## src/rtl/cart_io_pkg.sv

```systemverilog
package cart_io_pkg;

    localparam int DATA_W = 8;

    // Mode latch layout, bit 3 down to bit 0
    typedef struct packed {
        logic drum_pulse;   // bit 3: 1 = pulsed, 0 = latched
        logic irq_pass;     // bit 2: 0 = interrupt blocked
        logic clk_in_off;   // bit 1: 1 = clock input disabled
        logic clk_out_on;   // bit 0: 0 = clock output disabled
    } mode_t;

    localparam mode_t MODE_RESET = '0;

    typedef enum logic {
        DIR_TO_CART = 1'b0,
        DIR_TO_HOST = 1'b1
    } xdir_e;

    // Only the low nibble of the bus carries mode bits
    function automatic mode_t mode_from_bus(input logic [DATA_W-1:0] d);
        mode_t m;
        m = mode_t'(d[3:0]);
        return m;
    endfunction

    function automatic logic slot_in_range(input logic [6:0] hi_bits, input int slot_bits);
        logic hit;
        hit = 1'b1;
        for (int i = 0; i < 7; i++) begin
            if (i >= slot_bits && hi_bits[i]) hit = 1'b0;
        end
        return hit;
    endfunction

endpackage

```

## src/rtl/cart_addr_decode.sv

```systemverilog
module cart_addr_decode
    import cart_io_pkg::*;
#(
    parameter int ADDR_W    = 8,
    parameter int SLOT_BITS = 3,
    parameter int CTRL_SLOT = 5,
    localparam int SEL_N    = 1 << SLOT_BITS
) (
    input  logic              clk,
    input  logic              rst,
    input  logic              io_sel_n,
    input  logic              rw,
    input  logic [ADDR_W-1:1] addr,
    output logic [SEL_N-1:0]  rd_sel_n,
    output logic [SEL_N-1:0]  wr_sel_n,
    output logic              ctrl_wr_hit
);
    localparam int HI_W = ADDR_W - 1;

    logic                 in_range;
    logic                 active;
    logic [SLOT_BITS-1:0] slot;
    logic [HI_W-1:0]      hi_view;

    assign hi_view  = addr[ADDR_W-1:1];
    assign slot     = addr[SLOT_BITS:1];
    assign in_range = slot_in_range(7'(hi_view), SLOT_BITS);
    assign active   = !io_sel_n && in_range;

    for (genvar k = 0; k < SEL_N; k++) begin : g_strobe
        logic hit;
        assign hit         = active && (slot == SLOT_BITS'(k));
        assign rd_sel_n[k] = !(hit && rw);
        assign wr_sel_n[k] = !(hit && !rw);
    end

    assign ctrl_wr_hit = !wr_sel_n[CTRL_SLOT];

    p_idle_window_r1: assert property (@(posedge clk) disable iff (rst)
        io_sel_n |-> (&rd_sel_n && &wr_sel_n));

    p_above_range_r2: assert property (@(posedge clk) disable iff (rst)
        (addr[ADDR_W-1:SLOT_BITS+1] != '0) |-> (&rd_sel_n && &wr_sel_n));

    p_single_strobe_r4: assert property (@(posedge clk) disable iff (rst)
        $onehot0(~{rd_sel_n, wr_sel_n}));

    p_rw_split_r3: assert property (@(posedge clk) disable iff (rst)
        rw |-> &wr_sel_n);

endmodule

```

## src/rtl/cart_mode_latch.sv

```systemverilog
module cart_mode_latch
    import cart_io_pkg::*;
(
    input  logic              clk,
    input  logic              rst,
    input  logic              phi2,
    input  logic              wr_hit,
    input  logic [DATA_W-1:0] data,
    output mode_t             mode
);
    logic  phi2_q;
    logic  capture;
    mode_t mode_q;

    assign capture = wr_hit && phi2_q && !phi2;

    always_ff @(posedge clk) begin
        if (rst) begin
            phi2_q <= 1'b0;
            mode_q <= MODE_RESET;
        end else begin
            phi2_q <= phi2;
            if (capture) mode_q <= mode_from_bus(data);
        end
    end

    assign mode = mode_q;

    p_hold_without_fall_r5: assert property (@(posedge clk) disable iff (rst)
        !(wr_hit && phi2_q && !phi2) |=> $stable(mode_q));

    p_reset_clear_r10: assert property (@(posedge clk)
        rst |=> (mode_q == MODE_RESET));

endmodule

```

## src/rtl/cart_bus_buffer.sv

```systemverilog
module cart_bus_buffer
    import cart_io_pkg::*;
(
    input  logic clk,
    input  logic rst,
    input  logic io_sel_n,
    input  logic rw,
    output logic xcvr_en_n,
    output logic xcvr_to_host
);
    xdir_e dir;

    assign dir          = (!io_sel_n && rw) ? DIR_TO_HOST : DIR_TO_CART;
    assign xcvr_en_n    = io_sel_n;
    assign xcvr_to_host = (dir == DIR_TO_HOST);

    p_xcvr_idle_r11: assert property (@(posedge clk) disable iff (rst)
        io_sel_n |-> (xcvr_en_n && !xcvr_to_host));

endmodule

```

## src/rtl/cart_io_decode.sv

```systemverilog
module cart_io_decode
    import cart_io_pkg::*;
#(
    parameter int ADDR_W    = 8,
    parameter int SLOT_BITS = 3,
    parameter int CTRL_SLOT = 5,
    localparam int SEL_N    = 1 << SLOT_BITS
) (
    input  logic              clk,
    input  logic              rst,
    input  logic              io_sel_n,
    input  logic              rw,
    input  logic              phi2,
    input  logic [ADDR_W-1:1] addr,
    input  logic [DATA_W-1:0] data_in,
    input  logic              irq_req_n,
    output logic [SEL_N-1:0]  rd_sel_n,
    output logic [SEL_N-1:0]  wr_sel_n,
    output logic              clk_out_en,
    output logic              clk_in_en,
    output logic              drum_pulse_mode,
    output logic              host_irq_n,
    output logic              xcvr_en_n,
    output logic              xcvr_to_host
);
    logic  ctrl_wr_hit;
    mode_t mode;

    cart_addr_decode #(
        .ADDR_W   (ADDR_W),
        .SLOT_BITS(SLOT_BITS),
        .CTRL_SLOT(CTRL_SLOT)
    ) u_decode (
        .clk        (clk),
        .rst        (rst),
        .io_sel_n   (io_sel_n),
        .rw         (rw),
        .addr       (addr),
        .rd_sel_n   (rd_sel_n),
        .wr_sel_n   (wr_sel_n),
        .ctrl_wr_hit(ctrl_wr_hit)
    );

    cart_mode_latch u_latch (
        .clk   (clk),
        .rst   (rst),
        .phi2  (phi2),
        .wr_hit(ctrl_wr_hit),
        .data  (data_in),
        .mode  (mode)
    );

    cart_bus_buffer u_buf (
        .clk         (clk),
        .rst         (rst),
        .io_sel_n    (io_sel_n),
        .rw          (rw),
        .xcvr_en_n   (xcvr_en_n),
        .xcvr_to_host(xcvr_to_host)
    );

    assign clk_out_en      = mode.clk_out_on;
    assign clk_in_en       = !mode.clk_in_off;
    assign drum_pulse_mode = mode.drum_pulse;
    assign host_irq_n      = irq_req_n || !mode.irq_pass;

    p_irq_blocked_r8: assert property (@(posedge clk) disable iff (rst)
        (!u_latch.mode_q.irq_pass) |-> host_irq_n);

    p_irq_quiet_r8: assert property (@(posedge clk) disable iff (rst)
        irq_req_n |-> host_irq_n);

endmodule

```

## config.mk

```make
export PLATFORM = sky130hd
export DESIGN_NAME = cart_io_decode
export DESIGN_NICKNAME = d
export VERILOG_FILES = /design/src/rtl/cart_io_pkg.sv /design/src/rtl/cart_addr_decode.sv /design/src/rtl/cart_mode_latch.sv /design/src/rtl/cart_bus_buffer.sv /design/src/rtl/cart_io_decode.sv
export SDC_FILE = /design/constraint.sdc
export NUM_CORES = 1
export LEC_CHECK = 0
export BUFFER_PORTS_ARGS = -buffer_cell sky130_fd_sc_hd__buf_2
export CAP_MARGIN = 30
export CORE_MARGIN = 1
export CORE_UTILIZATION = 30
export DETAILED_ROUTE_END_ITERATION = 16
export PLACE_DENSITY = 0.74
export SYNTH_ARGS = -nofsm -noshare
export SYNTH_HDL_FRONTEND = slang
export SYNTH_SLANG_ARGS = --single-unit
export TNS_END_PERCENT = 100
```

## constraint.sdc

```tcl
create_clock -name clk -period 2.5 [get_ports clk]
set_input_delay 0.75 -clock clk [delete_from_list [all_inputs] [get_ports clk]]
set_output_delay 0.75 -clock clk [all_outputs]
set_load 0.05 [all_outputs]
```

==> flow_summary.toml <==
[sta]
slew_headroom = 0.528
setup_viol = 15
fin_ws_ns = -0.282
fmax_mhz = 359
finalHoldViolations = 0
finClkSkew_ns = 0.0112
tightest_slew_ns = 0.698
rsz0062_at_grt = "yes"
fin_crit_sh = 1.11
hold_slack_ns = 0.461
report.final.slew_viol_count = 0
period_needed_ns = 2.78

[power_and_ir_drop]
p_per_area_nw_per_um2 = 256
p_leak_nw = 0.443
ir_drop_mv = 0.240
total_power_uw = 253

[placement]
dpl-instance-area_um2 = 749
hpwl_um = 1090
placed_cells = 117
place.gp.congestion = 0.631
portBuffers = 38

[clocking]
htreeDepth = 1
clock_sinks = 5
cts-buffers-inserted = 3
cts.path.max_buffers = 2
path_clk_slew_ns = 0.04
clock-root-buffer = "clkbuf_4"
cts_hold_buf = 0
clk_latency_ns = 0.25
cts_tree = "built"

[route]
firstDrtPassIters = 4
viasPerCell = 4.91
drc_errors = 0
finalWirelength_um = 1520
drt_iter0_drc = 10
final_antenna_net_count = 0
routedWlPerCell_um = 12.4
vias = 604

[critical_path]
r2r_start = "u_latch.phi2_q$_SDFF_PP0_"
critPathMaxFanout = 4
rrSetupSlack_ns = 1.11
crit_required_ns = 1.75
crit_type = "input pin to output pin"
slowest_stage = "or4_4"
arrival_ns = 2.03
worstReg2RegEnd = "u_latch.mode[2]$_SDFFE_PP0P_"
startpoint_type = "input pin"
slowest_delay_ns = 0.59
path_common_cell = "buf_6"
crit_path_end_kind = "output pin"
path_cells = "buf_6 -> or4_4 -> nor3b_4 -> buf_4 -> nand2_2 -> buf_6"
reg2regPathDepth = 3

[synth]
seq_area_frac_synth = 0.237
syn_inst = 54
syn_area_um2 = 422
ys.warnings.count = 0
synth_cell_type_count = 23
avgSynthCellArea_um2 = 7.81
syn-num-nets = 75
ys_ff_latch = 5

[flow_run]
maxCapViolations = 0

[worst_hold_path]
holdPathStages = 2
hp-class = "flip-flop to flip-flop"
holdPathEnd = "u_latch.mode[0]$_SDFFE_PP0P_"
min_from = "u_latch.mode[0]$_SDFFE_PP0P_"

[finish]
area_delta_synth_final_pct = 134
final_common_cell = "buf_2"
ff_latch_area_um2 = 100
final_cells = 123
antenna_cells = 0
fin_nets = 130
n_fill_cell = 106
multi_input_area_um2 = 380
fin_area_um2 = 988
drive_above_1_share = 0.694
mostFrequentLayoutCells = "19 x buf_2, 17 x buf_6, 13 x buf_4"

[die]
die_height_um = 39.5
ios = 43
die_area_um2 = 1560
die_w_um = 39.5
initial_utilization = 0.324
fp.coreArea_um2 = 1300
rows = 13

[status]
violations = "negative setup slack"
status = "complete, but fails checks"

[grt]
grt_overflow_total = 0
grt_max_degree = 7
grt_usage = 0.213
grt_pass1_vias = 534
grt_first_pass_wirelength_um = 2210
antenna_found_initial = 0
[cell usage after synthesis, drive strengths merged]
library cell / n / area share
o31ai: 4 / 0.071
dfxtp: 5 / 0.24
a21oi: 4 / 0.047
nand4: 4 / 0.059
or4bb: 1 / 0.027
nor4: 2 / 0.080
and3: 1 / 0.015
nand2: 12 / 0.11
nand2b: 1 / 0.015
nor2b: 4 / 0.059
or4: 1 / 0.027
inv: 1 / 0.0089
nor4bb: 1 / 0.024
or3b: 1 / 0.021
nor3b: 2 / 0.062
nor2: 2 / 0.024
buf: 4 / 0.068
nand3: 4 / 0.047
[metal layers]
| layer | wire length [µm] | track usage | share of wire | vias up |
|---|---|---|---|---|
| met5 | 0 | 0 | 0 | - |
| li1 | - | - | - | 305 |
| met2 | 826 | 0.361 | 0.54 | 26 |
| met4 | 0 | 0.0517 | 0 | 0 |
| met1 | 615 | 0.256 | 0.40 | 273 |
| met3 | 78 | 0.0682 | 0.051 | 0 |
[sequential cells by signal, indices dropped and copies added, names as in the netlist]
| signal | flops |
|---|---|
| u_latch.mode | 4 |
| u_latch.phi2_q | 1 |
[kinds of logic (layout without fill, tap and decap cells)]
family                 after synthesis  in the layout  share of synthesized area
and+or+nand+nor                     36             36                      0.567
AOI/OAI and AO/OA                    8              8                      0.119
DFF                                  5              5                      0.237
buffers and inverters                5             59                     0.0771
[report_power, final]
group	internal, mW	total, mW	leakage (nW)	switching (mW)
clock	0.0606	0.0969	0.0150	0.0364
combinational	0.0349	0.0746	0.387	0.0397
sequential	0.0809	0.0811	0.0405	0.000290
[final cells by class]
cell class,instances,area share
multi-input combinational,44,0.385
clock buffer,4,0.0266
timing repair buffer,54,0.465
tap,15,0.0190
inverter,1,0.00380
sequential,5,0.101
[worst max-delay path by stage]
| stage | startpoint | cells past startpoint | endpoint | slack (ns) |
|---|---|---|---|---|
| floorplan | addr[4] | 4 | rd_sel_n[1] | -0.23 |
| global placement | addr[4] | 6 | rd_sel_n[3] | -0.33 |
| detailed placement | addr[4] | 6 | rd_sel_n[3] | -0.35 |
| CTS | addr[7] | 6 | rd_sel_n[3] | -0.28 |
| global route | addr[7] | 6 | rd_sel_n[3] | -0.31 |
| finish | addr[7] | 6 | rd_sel_n[1] | -0.28 |
[critical path: cells and delay by family]
family	cells	cell delay [ns]
buf+inv	3	0.42
simple gates	3	0.86
[timing repair]
| action | 4_1_cts | 5_1_grt |
|---|---|---|
| pin swaps | 5 | 3 |
| endpoints found under the setup margin | 16 | 16 |
| gates resized for setup | 41 | 13 |
| buffers inserted | 1 | 2 |
[stage by stage]
step	setup TNS, ns	util	setup WS, ns
global placement	-3.75	0.576	-0.329
global route	-3.22	0.760	-0.306
detailed placement	-4.01	0.576	-0.353
CTS	-2.64	0.714	-0.280
finish	-2.69	0.760	-0.282
floorplan	-2.78	-	-0.229
Power figures use the tool's default switching activity.
